===== src/rtl/bpf_pkg.sv =====
package bpf_pkg;

    localparam int UNIT_LEN   = 8;
    localparam int SLOT_W     = $clog2(UNIT_LEN);
    localparam int PLANE_W    = 3;
    localparam int LORES_MAX  = 6;
    localparam int HIRES_MAX  = 4;

    typedef enum logic {
        RES_LO = 1'b0,
        RES_HI = 1'b1
    } res_e;

    typedef logic [PLANE_W-1:0] plane_t;
    typedef logic [SLOT_W-1:0]  slot_t;

    typedef struct packed {
        res_e   res;
        plane_t planes;
        logic   scroll;
    } line_cfg_t;

    typedef struct packed {
        logic   req;
        plane_t plane;
    } fetch_t;

    // Owner of each cycle position in a low-resolution unit, 0 = free
    function automatic plane_t lores_owner(slot_t s);
        plane_t p;
        case (s)
            3'd1:    p = 3'd4;
            3'd2:    p = 3'd6;
            3'd3:    p = 3'd2;
            3'd5:    p = 3'd3;
            3'd6:    p = 3'd5;
            3'd7:    p = 3'd1;
            default: p = 3'd0;
        endcase
        return p;
    endfunction

    // Owner of each cycle position in a high-resolution unit
    function automatic plane_t hires_owner(slot_t s);
        plane_t p;
        case (s)
            3'd0, 3'd4: p = 3'd4;
            3'd1, 3'd5: p = 3'd2;
            3'd2, 3'd6: p = 3'd3;
            default:    p = 3'd1;
        endcase
        return p;
    endfunction

    function automatic plane_t clamp_planes(res_e r, plane_t n);
        plane_t lim;
        lim = (r == RES_HI) ? plane_t'(HIRES_MAX) : plane_t'(LORES_MAX);
        return (n > lim) ? lim : n;
    endfunction

endpackage


===== src/rtl/bpf_cfg_latch.sv =====
module bpf_cfg_latch
    import bpf_pkg::*;
(
    input  logic      clk,
    input  logic      rst,
    input  logic      load,
    input  logic      hires_in,
    input  plane_t    planes_in,
    input  logic      scroll_in,
    output line_cfg_t cfg_o
);

    line_cfg_t cfg_q;
    res_e      res_in;

    assign res_in = hires_in ? RES_HI : RES_LO;

    always_ff @(posedge clk) begin
        if (rst) begin
            cfg_q <= '{res: RES_LO, planes: '0, scroll: 1'b0};
        end else if (load) begin
            cfg_q.res    <= res_in;
            cfg_q.planes <= clamp_planes(res_in, planes_in);
            cfg_q.scroll <= scroll_in;
        end
    end

    assign cfg_o = cfg_q;

endmodule


===== src/rtl/bpf_window_ctr.sv =====
module bpf_window_ctr
    import bpf_pkg::*;
#(
    parameter int BASE_UNITS  = 20,
    parameter int EXTRA_UNITS = 1
) (
    input  logic  clk,
    input  logic  rst,
    input  logic  start,
    input  logic  scroll,
    output logic  active,
    output slot_t slot,
    output logic  last
);

    localparam int LAST_BASE = BASE_UNITS * UNIT_LEN - 1;
    localparam int LAST_SCR  = (BASE_UNITS + EXTRA_UNITS) * UNIT_LEN - 1;
    localparam int POS_W     = $clog2(LAST_SCR + 1);

    logic             active_q;
    logic [POS_W-1:0] pos_q;
    logic [POS_W-1:0] limit_q;

    always_ff @(posedge clk) begin
        if (rst) begin
            active_q <= 1'b0;
            pos_q    <= '0;
            limit_q  <= '0;
        end else if (start && !active_q) begin
            active_q <= 1'b1;
            pos_q    <= '0;
            limit_q  <= scroll ? POS_W'(LAST_SCR) : POS_W'(LAST_BASE);
        end else if (active_q) begin
            if (pos_q == limit_q) begin
                active_q <= 1'b0;
                pos_q    <= '0;
            end else begin
                pos_q    <= pos_q + 1'b1;
            end
        end
    end

    assign active = active_q;
    assign slot   = pos_q[SLOT_W-1:0];
    assign last   = active_q && (pos_q == limit_q);

endmodule


===== src/rtl/bpf_slot_decode.sv =====
module bpf_slot_decode
    import bpf_pkg::*;
(
    input  logic      active,
    input  slot_t     slot,
    input  line_cfg_t cfg,
    output fetch_t    fetch
);

    plane_t lo_tab [UNIT_LEN];
    plane_t hi_tab [UNIT_LEN];
    plane_t owner;

    genvar g;
    generate
        for (g = 0; g < UNIT_LEN; g++) begin : g_tab
            assign lo_tab[g] = lores_owner(slot_t'(g));
            assign hi_tab[g] = hires_owner(slot_t'(g));
        end
    endgenerate

    always_comb begin
        owner = (cfg.res == RES_HI) ? hi_tab[slot] : lo_tab[slot];
        fetch = '0;
        if (active && owner != '0 && owner <= cfg.planes) begin
            fetch.req   = 1'b1;
            fetch.plane = owner;
        end
    end

endmodule


===== src/rtl/bpf_slot_seq.sv =====
module bpf_slot_seq
    import bpf_pkg::*;
#(
    parameter int BASE_UNITS  = 20,
    parameter int EXTRA_UNITS = 1
) (
    input  logic       clk,
    input  logic       rst,
    input  logic       hires,
    input  logic [2:0] plane_cnt,
    input  logic       scroll_en,
    input  logic       win_start,
    output logic       fetch_req,
    output logic [2:0] fetch_plane
);

    logic      start_ok;
    logic      win_active;
    logic      win_last;
    slot_t     slot;
    line_cfg_t cfg;
    fetch_t    dec_fetch;
    fetch_t    fetch_q;

    assign start_ok = win_start && !win_active;

    bpf_cfg_latch u_cfg (
        .clk       (clk),
        .rst       (rst),
        .load      (start_ok),
        .hires_in  (hires),
        .planes_in (plane_cnt),
        .scroll_in (scroll_en),
        .cfg_o     (cfg)
    );

    bpf_window_ctr #(
        .BASE_UNITS  (BASE_UNITS),
        .EXTRA_UNITS (EXTRA_UNITS)
    ) u_ctr (
        .clk    (clk),
        .rst    (rst),
        .start  (start_ok),
        .scroll (scroll_en),
        .active (win_active),
        .slot   (slot),
        .last   (win_last)
    );

    bpf_slot_decode u_dec (
        .active (win_active),
        .slot   (slot),
        .cfg    (cfg),
        .fetch  (dec_fetch)
    );

    always_ff @(posedge clk) begin
        if (rst) fetch_q <= '0;
        else     fetch_q <= dec_fetch;
    end

    assign fetch_req   = fetch_q.req;
    assign fetch_plane = fetch_q.plane;

endmodule


===== config.mk =====
export PLATFORM = sky130hd
export DESIGN_NAME = bpf_slot_seq
export DESIGN_NICKNAME = d
export VERILOG_FILES = /design/src/rtl/bpf_pkg.sv /design/src/rtl/bpf_cfg_latch.sv /design/src/rtl/bpf_window_ctr.sv /design/src/rtl/bpf_slot_decode.sv /design/src/rtl/bpf_slot_seq.sv
export SDC_FILE = /design/constraint.sdc
export NUM_CORES = 1
export LEC_CHECK = 0
export ABC_AREA = 1
export BUFFER_PORTS_ARGS = -buffer_cell sky130_fd_sc_hd__buf_2
export CAP_MARGIN = 20
export CORE_UTILIZATION = 30
export CTS_CLUSTER_DIAMETER = 40
export DETAILED_ROUTE_END_ITERATION = 16
export PLACE_DENSITY_LB_ADDON = 0.05
export SYNTH_ARGS = -nofsm -noshare
export SYNTH_HDL_FRONTEND = slang
export SYNTH_SLANG_ARGS = --single-unit

===== constraint.sdc =====
create_clock -name clk -period 2.1 [get_ports clk]
set_input_delay 0.105 -clock clk [delete_from_list [all_inputs] [get_ports clk]]
set_output_delay 0.105 -clock clk [all_outputs]
set_load 0.1 [all_outputs]

# [Yosys cells after proc, flatten, opt, wreduce, memory -nomap -nowiden]
# Memories as Yosys holds them, arrays and structs flattened.
# Cells that the tools add are included.
[totals] mem_bits_ro=48 ff_bits=25 elab_cells=38 mem_count=2 out_inout_bits=4
[op_classes] n_addsub=1 reduce_logical=8 n_eq_ne=1 mux=14 bitwise_logic=2 order_cmp=3
[mem_list] name="(no name shown)" depth=8 width=3 read_ports=1 rd_ports_with_merged_regs=0 wr=0 line_no="bpf_slot_decode.sv:23" source="owner = (cfg.res == RES_HI) ? hi_tab[slot] : lo_tab[slot];"
[mem_list] name="(no name shown)" depth=8 width=3 read_ports=1 rd_ports_with_merged_regs=0 wr=0 line_no="bpf_slot_decode.sv:23"
[ops] cell="$mux 3" n=6
[ops] cell="$add 8x1->8 const B" n=1
[ops] cell="$eq 8x8->1" n=1
[ops] cell="$mux 8" n=1
[ops] cell="$mux 6" n=1
[ops] cell="$ge 4x4->1 const B" n=1
[ops] cell="$logic_and 1x1->1" n=4
[ops] cell="$mux 1" n=4
[ops] cell="$mux 4" n=1
[ops] cell="$not 3->4" n=1
[ops] cell="$reduce_or 2->1" n=2
[ops] cell="$gt 3x3->1" n=1
[ops] cell="$le 3x3->1" n=1
[ops] cell="$reduce_bool 3->1" n=1
[ops] cell="$mux 2" n=1
[ops] cell="$logic_not 1->1" n=1
[ops] cell="$not 1->1" n=1

# [Longest topological paths before layout]
# Gate-level depths: netlist (run 1).
[depth] ltp_word=10 ltp_mapped=12

# [Modules after synthesis]
# From an unflattened synthesis (run 1), not the netlist that was laid out.
[unflattened] cells_unflattened=172 hier_area_um2=1243.7
[by_module_without_submodules] mod="bpf_window_ctr" cells_per_inst=84 area_per_inst_um2=634.4 instances=1
[by_module_without_submodules] mod="bpf_slot_decode" cells_per_inst=44 area_per_inst_um2=255.2 instances=1
[by_module_without_submodules] mod="bpf_cfg_latch" cells_per_inst=30 area_per_inst_um2=236.5 instances=1
[by_module_without_submodules] mod="bpf_slot_seq" cells_per_inst=14 area_per_inst_um2=117.6 instances=1

# [Worst setup path after synthesis (run 1)]
# Ideal clock, no wire load.
[synth_path] path_type="flip-flop to flip-flop" from="register u_ctr.pos_q[1]" to="register fetch_q, in the netlist fetch_plane[1]" t_required_ps=2022 stages_incl_launch_ff=13 path_slack_ps=135 arrival_ps=1887 path_cell_list="dfxtp_1 -> inv_1 -> ha_1 -> nor2_1 -> nor2_1 -> o21ai_0 -> nand2_1 -> ha_1 -> a21oi_1 -> o21ai_0 -> nand2_1 -> nand3_1 -> nor3_1"
[synth_via] elab_chain_cells=10 elab_cells_between_ends=14
[synth_rtl] element="start: declaration" line_no="bpf_window_ctr.sv:21" source="logic [POS_W-1:0] pos_q;"
[synth_rtl] element="start signal: assignment" line_no="bpf_window_ctr.sv:38" source="pos_q <= pos_q + 1'b1;"
[synth_rtl] element="$not 3->4 (not written as such) (*)" line_no="bpf_slot_decode.sv:23"
[synth_rtl] element="$mem_v2 8x3"
[synth_rtl] element="$mux 3 (not written as such) (2 in a row)" line_no="bpf_slot_decode.sv:23"
[synth_rtl] element="$mux 3 (*)" line_no="bpf_slot_decode.sv:23"
[synth_rtl] element="net u_dec.owner[2]" line_no="bpf_slot_decode.sv:12" source="plane_t owner;"
[synth_rtl] element="branches (longest 2 deep; another with $le 3x3->1)"
[synth_rtl] element="$logic_and 1x1->1 (*)" line_no="bpf_slot_decode.sv:25" source="if (active && owner != '0 && owner <= cfg.planes) begin"
[synth_rtl] element="$not 1->1 (no line) (*)"
[synth_rtl] element="$reduce_or 2->1 (no line) (*)"
[synth_rtl] element="end signal: assignment" line_no="bpf_slot_seq.sv:59" source="else fetch_q <= dec_fetch;"
[synth_rtl] element="end: declaration" line_no="bpf_slot_seq.sv:23" source="fetch_t fetch_q;"
# Mark *: on every way through the listed nets, which the timed path passes. The select of a mux whose other input is x is not followed.
# A chain may end at the register's enable or synchronous reset.

# [Final worst setup path (run 1)]
# Same ends and word-level chain as after synthesis.

==> results.ini, run 1 <==
[critical_path]
crit_type = flop to flop
crit_arrival_ns = 2.05
r2r-start = u_ctr.pos_q[1]
reg2regPathDepth = 12
cp_max_fo = 4
startpoint = u_ctr.pos_q[1]
start_kind = flop
cp.required_ns = 2.30
endpoint_kind = flop
reg2reg_to = fetch_plane[1]
rrSetupSlack_ns = 0.24
crit_path_end = fetch_plane[1]

[global_route]
met1_usage_pct = 19.0
antenna_found_initial = 0
grt_max_degree = 12
use_met3_pct = 2.17
grt_pass1_vias = 959
busiest_layer = met2
gr-usage-met2_pct = 20.6
grt-ovfl-total = 0
grt_usage_pct = 13.3
grt_pass1_wl_um = 4230

[synthesis]
synth.most_common_cell = nand2_1
synthXorXnorAreaFrac_pct = 1.56
syn_area_mm2 = 0.00112
synth.top_cells.by_area = dfxtp_1 36%, nand2_1 13%, ha_1 10%, inv_1 8.0%, a21oi_1 4.9%
synth-edff-count = 0
yosysTopAreaCell = dfxtp_1
synth-simple-area-share_pct = 27.9
synth_compound_area_share_pct = 13.5
yosysUniqueCellTypes = 28
ys.flop_type = dfxtp_1
ys_seq_elements = 20
synth_cells = 159
synth_top_area_share_pct = 35.7
ys_top_cells_by_count = 38 x nand2_1, 24 x inv_1, 20 x dfxtp_1
synth_mux_area_share_pct = 0
yosys_warnings = 0
yosys.area_share.adder_pct = 10.0
syn-num-nets = 176
synth_top_family_by_area = simple AND/OR/NAND/NOR gates
syn_area_per_cell_um2 = 7.05
async_flop_share_pct = 0
synth-seq-area-share_pct = 35.7

[placed_design]
numPortBuffers = 11
place_area_mm2 = 0.00124
dp.cells = 218
place.gp.congestion = 0.791
pre_cts_ws_ns = 0.0573
hpwl_um = 1820

[floorplanning]
dieArea_mm2 = 0.00399
fp.dieW_um = 63.1
io_pins = 12
die_y_um = 63.1
num_rows = 21
start_util_pct = 32.3
core_mm2 = 0.00347

[sta]
max_clock_freq_ghz = 0.539
setup_violations = 0
tightestPinTransition_ns = 0.484
maxSlewHeadroom_pct = 68.0
setup_slack_ns = 0.243
skew_ns = 0.00777
tns_ns = 0
rsz0062_at_grt = no
post-route-min-period_ns = 1.86
final-hold-violation-count = 0
drv_slew = 0
period_share_pct = 88.4

[layout]
final_nets = 194
stdcell_count = 222
final_layout_size_suffix_gt1_share_pct = 22.2
area_delta_synth_final_pct = 19.5
antenna_cells = 0
postLayoutCellArea_mm2 = 0.00134

[clocking]
clockBufferDepth = 2
clk_pin_slew_ns = 0.08
postCtsHoldBufs = 0
cts_root_buf = clkbuf_8
clock_sinks = 20
htree_levels = 1
cts_buffers = 3
cts_tree = yes
insertion_delay_ns = 0.26

[pwr]
vdd_ir_drop_max_v = 0.000270
power_density_mw_per_mm2 = 648
p_leak_nw = 0.597
power.total_mw = 0.868

[detailed_routing]
routedWlPerCell_um = 10.7
drt_iter0_markers = 28
route.vias.total = 981
drc = 0
wl_um = 2380
viasPerCell = 4.42
ant_nets = 0
first_pass_iters = 4

[run]
maxCapViolations = 0

[outcome]
outcome = finished clean

[min_path]
min_path_type = primary input to flop

-- cell families after synthesis --
family	count (synthesis)
buffers and inverters	30
AOI/OAI and AO/OA	27
and+or+nand+nor	71
DFF	20
adders and majority gates	9
xor gates and xnor gates	2
-- timing repair --
item / in CTS / in global routing
buffers inserted: 0 / 0
endpoints found under the setup margin: 0 / 4
gates resized for setup: 0 / 9
-- where the power goes --
part / internal, mW / switching [mW]
combinational: 0.0598 / 0.104
clock: 0.167 / 0.130
sequential: 0.394 / 0.0137
-- cells in the final DEF, fill, tap and decap left out, drive strengths merged --
cell type / n
nand2: 40
inv: 28
dfxtp: 20
nor2: 16
buf: 15
nand3: 12
a21oi: 12
o21ai: 10
ha: 9
clkbuf: 4
o22ai: 3
a211oi: 1
nand4: 1
nor3: 1
or2: 1
o31ai: 1
xnor2: 1
xor2: 1
-- worst min path at each step --
stage,startpoint,to,depth (start not counted)
detailed placement,rst,u_ctr.active,2
finish,rst,u_ctr.active,2
CTS,rst,u_ctr.limit_q[2],2
floorplan,rst,u_ctr.active,1
global placement,rst,u_ctr.active,2
global route,rst,u_ctr.active,2
-- critical path: stages (launching register included) --
cell,delay [ns]
dfxtp_1,0.36
inv_2,0.07
ha_4,0.27
nor2_1,0.04
nor2_1,0.07
o21ai_1,0.08
nand2_1,0.13
ha_4,0.22
a21oi_2,0.10
o21ai_0,0.08
nand2_1,0.08
nand3_2,0.10
nor3_2,0.19
-- layout make-up --
type                            count  area (µm²)
Fill cell                         388        2130
Multi-Input combinational cell    109         633
Sequential cell                    20         402
Inverter                           28         108
Timing Repair Buffer               15        85.1
Tap cell                           46        57.6
Clock buffer                        4        55.1
-- flip-flops by register name, summed over array words and instances, names as in the netlist --
name	cells
u_ctr.limit_q	3
u_ctr.active	1
u_cfg.cfg_o	4
u_ctr.pos_q	8
fetch_plane	3
fetch_req	1
-- through the flow --
| step | utilization (%) | hold WS (ns) |
|---|---|---|
| after global routing | 38.6 | 0.0928 |
| after CTS | 37.5 | 0.0827 |
| final | 38.6 | 0.0889 |
| after global placement | 35.9 | 0.354 |
| after detailed placement | 35.9 | 0.364 |
| after floorplan | - | 0.174 |
-- per-layer routing --
layer  vias up  share of wire, %
met5         -                 0
met4         0              0.55
met3         2               2.8
met2        14                41
met1       429                55
li1        536                 -
No activity file was read; power rests on OpenSTA's default activity.
==> inputs of run 2 (changes only) <==
--- a/config.mk
+++ b/config.mk
@@ -7,11 +7,11 @@
 export LEC_CHECK = 0
 export ABC_AREA = 1
 export BUFFER_PORTS_ARGS = -buffer_cell sky130_fd_sc_hd__buf_2
-export CAP_MARGIN = 20
 export CORE_UTILIZATION = 30
 export CTS_CLUSTER_DIAMETER = 40
 export DETAILED_ROUTE_END_ITERATION = 16
 export PLACE_DENSITY_LB_ADDON = 0.05
+export SETUP_SLACK_MARGIN = 0.5
 export SYNTH_ARGS = -nofsm -noshare
 export SYNTH_HDL_FRONTEND = slang
 export SYNTH_SLANG_ARGS = --single-unit
==> run 2 against run 1 <==
Power increased by 6.1%. Utilization up 3.8 points. Clock power rose by 4%. Wire length increased by 13%. Clock skew fell by 0.0023 ns. Combinational power grew 28%. Register-to-register slack improved by 0.08 ns. Worst setup slack improved by 0.080 ns. Final cell count is 5.4% higher. First-iteration DRC count rose by 25%. Sequential power down 1%. Worst hold slack got worse by 0.0019 ns.
==> results.ini, run 2 (synthesis results as in run 1) <==
[outcome]
outcome = finished clean  ; unchanged

[clocking]
clockBufferDepth = 2  ; unchanged
cts_root_buf = clkbuf_8  ; unchanged
insertion_delay_ns = 0.26  ; about the same
clk_pin_slew_ns = 0.08  ; about the same
postCtsHoldBufs = 0  ; unchanged
htree_levels = 1  ; unchanged
cts_tree = yes  ; unchanged
clock_sinks = 20  ; unchanged
cts_buffers = 3  ; unchanged

[floorplanning]
die_y_um = 63.1  ; unchanged
io_pins = 12  ; unchanged
dieArea_mm2 = 0.00399  ; unchanged
core_mm2 = 0.00347  ; unchanged
start_util_pct = 32.3  ; unchanged
num_rows = 21  ; unchanged
fp.dieW_um = 63.1  ; unchanged

[critical_path]
crit_type = flop to flop  ; unchanged
cp_cell_sequence = inv_4, ha_4, nor2_2, nor2_2, o21ai_2, buf_4, buf_4, buf_4, buf_4, buf_4, buf_4, a21oi_2  ; was inv_2, ha_4, nor2_1, nor2_1, o21ai_1, nand2_1, ha_4, a21oi_2, o21ai_0, nand2_1, nand3_2, nor3_2
cp.required_ns = 2.31  ; was 2.30 ns
critical_path.slowest_cell = dfxtp_4  ; was dfxtp_1
crit_arrival_ns = 1.98  ; was 2.05 ns
worst_path_most_repeated_cell = buf_4
critPathMaxStageDelay_ns = 0.37  ; was 0.36 ns
endpoint_kind = flop  ; unchanged
worst-path-buf-inv = 7  ; was 1
cp_max_fo = 3  ; was 4
cpLargestDelayFamily = buffers and inverters  ; was simple AND/OR/NAND/NOR gates
start_kind = flop  ; unchanged

[layout]
final_nets = 206  ; was 194
postLayoutCellArea_mm2 = 0.00147  ; was 0.00134 mm²
largest_reg_flops = 8  ; unchanged
final_common_cell = nand2_1  ; unchanged
final_cell_mix = 36 x nand2_1, 22 x inv_1, 17 x dfxtp_1, 16 x buf_4  ; was 38 x nand2_1, 22 x inv_1, 19 x dfxtp_1, 14 x nor2_1, 11 x buf_2
area_delta_synth_final_pct = 31.2  ; was 19.5%
nFillCells = 370  ; was 388
top_register = u_ctr.pos_q  ; unchanged
antenna_cells = 0  ; unchanged
final_layout_size_suffix_gt1_share_pct = 33.5  ; was 22.2%

[placed_design]
numPortBuffers = 11  ; unchanged
place_area_mm2 = 0.00126  ; was 0.00124 mm²
place.gp.congestion = 0.774  ; was 0.791
hpwl_um = 1910  ; was 1820 µm

[detailed_routing]
drc = 0  ; unchanged
ant_nets = 0  ; unchanged
wl_um = 2700  ; was 2380 µm
drt_iter0_markers = 35  ; was 28
viasPerCell = 4.40  ; was 4.42
routedWlPerCell_um = 11.5  ; was 10.7 µm
route.vias.total = 1029  ; was 981
first_pass_iters = 4  ; unchanged

[sta]
drv_slew = 0  ; unchanged
max_clock_freq_ghz = 0.563  ; was 0.539 GHz
tightestPinTransition_ns = 0.485  ; was 0.484 ns
post-route-min-period_ns = 1.78  ; was 1.86 ns
rsz0062_at_grt = yes  ; was no
period_share_pct = 84.6  ; was 88.4%
skew_ns = 0.00552  ; was 0.00777 ns
setup_violations = 0  ; unchanged
final-hold-violation-count = 0  ; unchanged
tns_ns = 0  ; unchanged
maxSlewHeadroom_pct = 67.9  ; was 68.0%

[pwr]
vdd_ir_drop_max_v = 0.000198  ; was 0.000270 V
power_density_mw_per_mm2 = 626  ; was 648 mW/mm²
p_leak_nw = 0.657  ; was 0.597 nW

[min_path]
min_path_type = primary input to flop  ; unchanged

[global_route]
grt_pass1_vias = 996  ; was 959
grt_pass1_wl_um = 4520  ; was 4230 µm
grt-ovfl-total = 0  ; unchanged
grt_max_degree = 12  ; unchanged
antenna_found_initial = 0  ; unchanged
grt_usage_pct = 14.7  ; was 13.3%

[run]
maxCapViolations = 0  ; unchanged

run 2: cell count changes in the layout (fill, tap and decap cells not counted), sizes merged:
| cell | delta |
|---|---|
| buf | +12 |
run 2: final cells by class:
type / count / area (µm²) / share of cell area [%]
clock buffer: 4 / 55.1 / 3.74
inverter: 28 / 113 / 7.65
multi-input combinational: 109 / 664 / 45.2
sequential: 20 / 407 / 27.6
tap: 46 / 57.6 / 3.91
timing repair buffer: 27 / 175 / 11.9
run 2: worst paths after layout:
| kind | end | slack, ns | cells after the start | startpoint |
|---|---|---|---|---|
| worst max-delay path | fetch_plane[2] | 0.32 | 12 | u_ctr.pos_q[1] |
| worst min-delay path | u_ctr.limit_q[2] | 0.09 | 2 | rst |
| worst max register to register | fetch_plane[2] | 0.32 | 12 | u_ctr.pos_q[1] |
| worst min register to register | u_cfg.cfg_o[1] | 0.48 | 2 | u_cfg.cfg_o[1] |
run 2: per-layer routing:
metal	wire, µm	GRT usage (%)	part of all wire, %
met5	0	0	0
met2	1140	22.3	42
met1	1430	20.4	53
met4	59	6.98	2.2
met3	66	1.81	2.4
run 2: per-stage QoR:
| step | power (mW) | cells | setup slack [ns] | utilization, % | hold WS [ns] |
|---|---|---|---|---|---|
| 2_1_floorplan | 0.534 | 159 | 0.381 | - | 0.174 |
| 3_3_place_gp | 0.573 | 215 | 0.251 | 36.3 | 0.362 |
| 3_5_place_dp | 0.573 | 215 | 0.210 | 36.3 | 0.368 |
| 4_1_cts | 0.916 | 234 | 0.288 | 41.5 | 0.0863 |
| 5_1_grt | 0.975 | 234 | 0.251 | 42.4 | 0.0869 |
| 6_report | 0.921 | 234 | 0.324 | 42.4 | 0.0871 |
run 2: repair_timing:
action	4_1_cts	5_1_grt
pin swaps	2	1
setup buffers	15	0
endpoints found under the setup margin	4	4
resized for setup	5	10
run 2: power by group:
part	total (mW)	internal, mW	switching [mW]
registers	0.404	0.393	0.0106
clock network	0.309	0.167	0.142
logic	0.208	0.0886	0.119
==> inputs of run 3 (changes only) <==
==> constraint.sdc (replaced) <==
create_clock -name clk -period 1.81 [get_ports clk]
set_input_delay 0.0905 -clock clk [delete_from_list [all_inputs] [get_ports clk]]
set_output_delay 0.0905 -clock clk [all_outputs]
set_load 0.1 [all_outputs]
==> run 3 against run 2 <==
Sequential share of layout area rose by 0.95 points. Clock skew fell by 0.0016 ns. Final cell count fell by 2.1%. Clock-buffer cell count did not move. Global-route usage fell by 1.4 points. Utilization fell by 1.2 points. Largest power group unchanged. Highest routed layer unchanged.
==> results.ini, run 3 (synthesis results as in run 1) <==
[placed_design]
hpwl_um = 1970  ; was 1910 µm
place.gp.congestion = 0.810  ; was 0.774
numPortBuffers = 11  ; unchanged
pre_cts_ws_ns = 0.00639  ; was 0.210 ns
place_area_mm2 = 0.00131  ; was 0.00126 mm²

[global_route]
grt_max_degree = 12  ; unchanged
grt_usage_pct = 13.3  ; was 14.7%
grt_pass1_wl_um = 4200  ; was 4520 µm
antenna_found_initial = 0  ; unchanged
grt-ovfl-total = 0  ; unchanged
grt_pass1_vias = 942  ; was 996

[layout]
final_nets = 201  ; was 206
largest_reg_flops = 8  ; unchanged
final_layout_size_suffix_gt1_share_pct = 31.1  ; was 33.5%
area_delta_synth_final_pct = 27.7  ; was 31.2%
final_cell_mix = 35 x nand2_1, 22 x inv_1, 17 x dfxtp_1, 11 x nor2_1, 11 x buf_2  ; was 36 x nand2_1, 22 x inv_1, 17 x dfxtp_1, 16 x buf_4
postLayoutCellArea_mm2 = 0.00143  ; was 0.00147 mm²
antenna_cells = 0  ; unchanged
final_common_cell = nand2_1  ; unchanged
top_register = u_ctr.pos_q  ; unchanged
nFillCells = 380  ; was 370

[floorplanning]
fp.dieW_um = 63.1  ; unchanged
io_pins = 12  ; unchanged
dieArea_mm2 = 0.00399  ; unchanged
num_rows = 21  ; unchanged
die_y_um = 63.1  ; unchanged
start_util_pct = 32.3  ; unchanged
core_mm2 = 0.00347  ; unchanged

[clocking]
clock_sinks = 20  ; unchanged
clk_pin_slew_ns = 0.08  ; about the same
insertion_delay_ns = 0.26  ; about the same
cts_buffers = 3  ; unchanged
postCtsHoldBufs = 0  ; unchanged
cts_tree = yes  ; unchanged
htree_levels = 1  ; unchanged
clockBufferDepth = 2  ; unchanged
cts_root_buf = clkbuf_8  ; unchanged

[detailed_routing]
drt_iter0_markers = 16  ; was 35
route.vias.total = 1006  ; was 1029
viasPerCell = 4.39  ; was 4.40
drc = 0  ; unchanged
routedWlPerCell_um = 10.6  ; was 11.5 µm
first_pass_iters = 4  ; unchanged
ant_nets = 0  ; unchanged
wl_um = 2430  ; was 2700 µm

[critical_path]
cp_max_fo = 4  ; was 3
endpoint_kind = flop  ; unchanged
cp_cell_sequence = inv_2, ha_4, nor2_2, nor2_1, o21ai_1, nand2_1, ha_4, nand2_1, o21ai_1, nand2_1, nand3_2, nor2_1  ; was inv_4, ha_4, nor2_2, nor2_2, o21ai_2, buf_4, buf_4, buf_4, buf_4, buf_4, buf_4, a21oi_2
crit_type = flop to flop  ; unchanged
critical_path.slowest_cell = dfxtp_2  ; was dfxtp_4
critPathMaxStageDelay_ns = 0.33  ; was 0.37 ns
crit_arrival_ns = 1.93  ; was 1.98 ns
start_kind = flop  ; unchanged
cpLargestDelayFamily = adder cells  ; was buffers and inverters
worst_path_most_repeated_cell = nand2_1  ; was buf_4
worst-path-buf-inv = 1  ; was 7
cp.required_ns = 1.96  ; was 2.31 ns

[sta]
max_clock_freq_ghz = 0.564  ; was 0.563 GHz
setup_violations = 0  ; unchanged
tightestPinTransition_ns = 0.485  ; about the same
holdWs_ns = 0.0792  ; was 0.0871 ns
post-route-min-period_ns = 1.77  ; was 1.78 ns
maxSlewHeadroom_pct = 67.9  ; about the same
final-hold-violation-count = 0  ; unchanged
drv_slew = 0  ; unchanged
skew_ns = 0.00390  ; was 0.00552 ns
period_share_pct = 98.0  ; was 84.6%
setup_slack_ns = 0.0360  ; was 0.324 ns
rsz0062_at_grt = yes  ; unchanged

[pwr]
p_sw_mw = 0.295  ; was 0.272 mW
power_frac_seq_pct = 45.4  ; was 43.8%
p_leak_nw = 0.637  ; was 0.657 nW
swShare_pct = 28.8  ; was 29.5%
internal-power_mw = 0.730  ; was 0.649 mW
power.share.clock_pct = 34.0  ; was 33.6%
vdd_ir_drop_max_v = 0.000225  ; was 0.000198 V
power.total_mw = 1.03  ; was 0.921 mW
pwr-share-comb_pct = 20.5  ; was 22.6%
power_density_mw_per_mm2 = 716  ; was 626 mW/mm²

[run]
maxCapViolations = 0  ; unchanged

[outcome]
outcome = finished clean  ; unchanged

[min_path]
min_path_type = primary input to flop  ; unchanged

-- run 3: area by class of cell --
| class | instances | area (µm²) | area share, % |
|---|---|---|---|
| inverter | 28 | 108 | 7.52 |
| tap | 46 | 57.6 | 4.02 |
| sequential | 20 | 409 | 28.6 |
| clock buffer | 4 | 55.1 | 3.85 |
| timing repair buffer | 22 | 141 | 9.88 |
| multi-input combinational | 109 | 661 | 46.2 |
-- run 3: what timing repair did --
item / CTS / global route
endpoints found under the setup margin: 7 / 9
resized for setup: 6 / 8
pin swaps: 4 / 5
setup buffers: 1 / 2
-- run 3: worst paths after layout --
kind,start,end,slack (ns),cells past startpoint
min,rst,u_ctr.active,0.08,2
min reg2reg,u_cfg.cfg_o[1],u_cfg.cfg_o[1],0.50,2
max,u_ctr.pos_q[0],fetch_req,0.04,12
max reg2reg,u_ctr.pos_q[0],fetch_req,0.04,12
-- run 3: metal layers --
metal	GRT usage, %	vias up	share of wire [%]
li1	-	549	-
met1	17.8	447	53
met2	21.9	8	43
met3	2.54	2	2.5
met4	2.62	0	0.49
met5	0	-	0
-- run 3: power groups by stage --
| stage | Clock (mW) | Combinational (mW) | Sequential, mW |
|---|---|---|---|
| final | 0.349 | 0.210 | 0.466 |
| after global routing | 0.387 | 0.236 | 0.468 |
| after CTS | 0.363 | 0.205 | 0.466 |
| after detailed placement | 0 | 0.196 | 0.478 |
| after global placement | 0 | 0.196 | 0.478 |
| after floorplan | 0 | 0.130 | 0.489 |
-- run 3: through the flow --
| stage | utilization, % | TNS, ns | cells |
|---|---|---|---|
| after floorplan | - | 0 | 159 |
| after global placement | 37.8 | 0 | 222 |
| after detailed placement | 37.8 | 0 | 222 |
| after CTS | 40.1 | -0.00653 | 227 |
| after global routing | 41.3 | -0.474 | 229 |
| final | 41.3 | 0 | 229 |
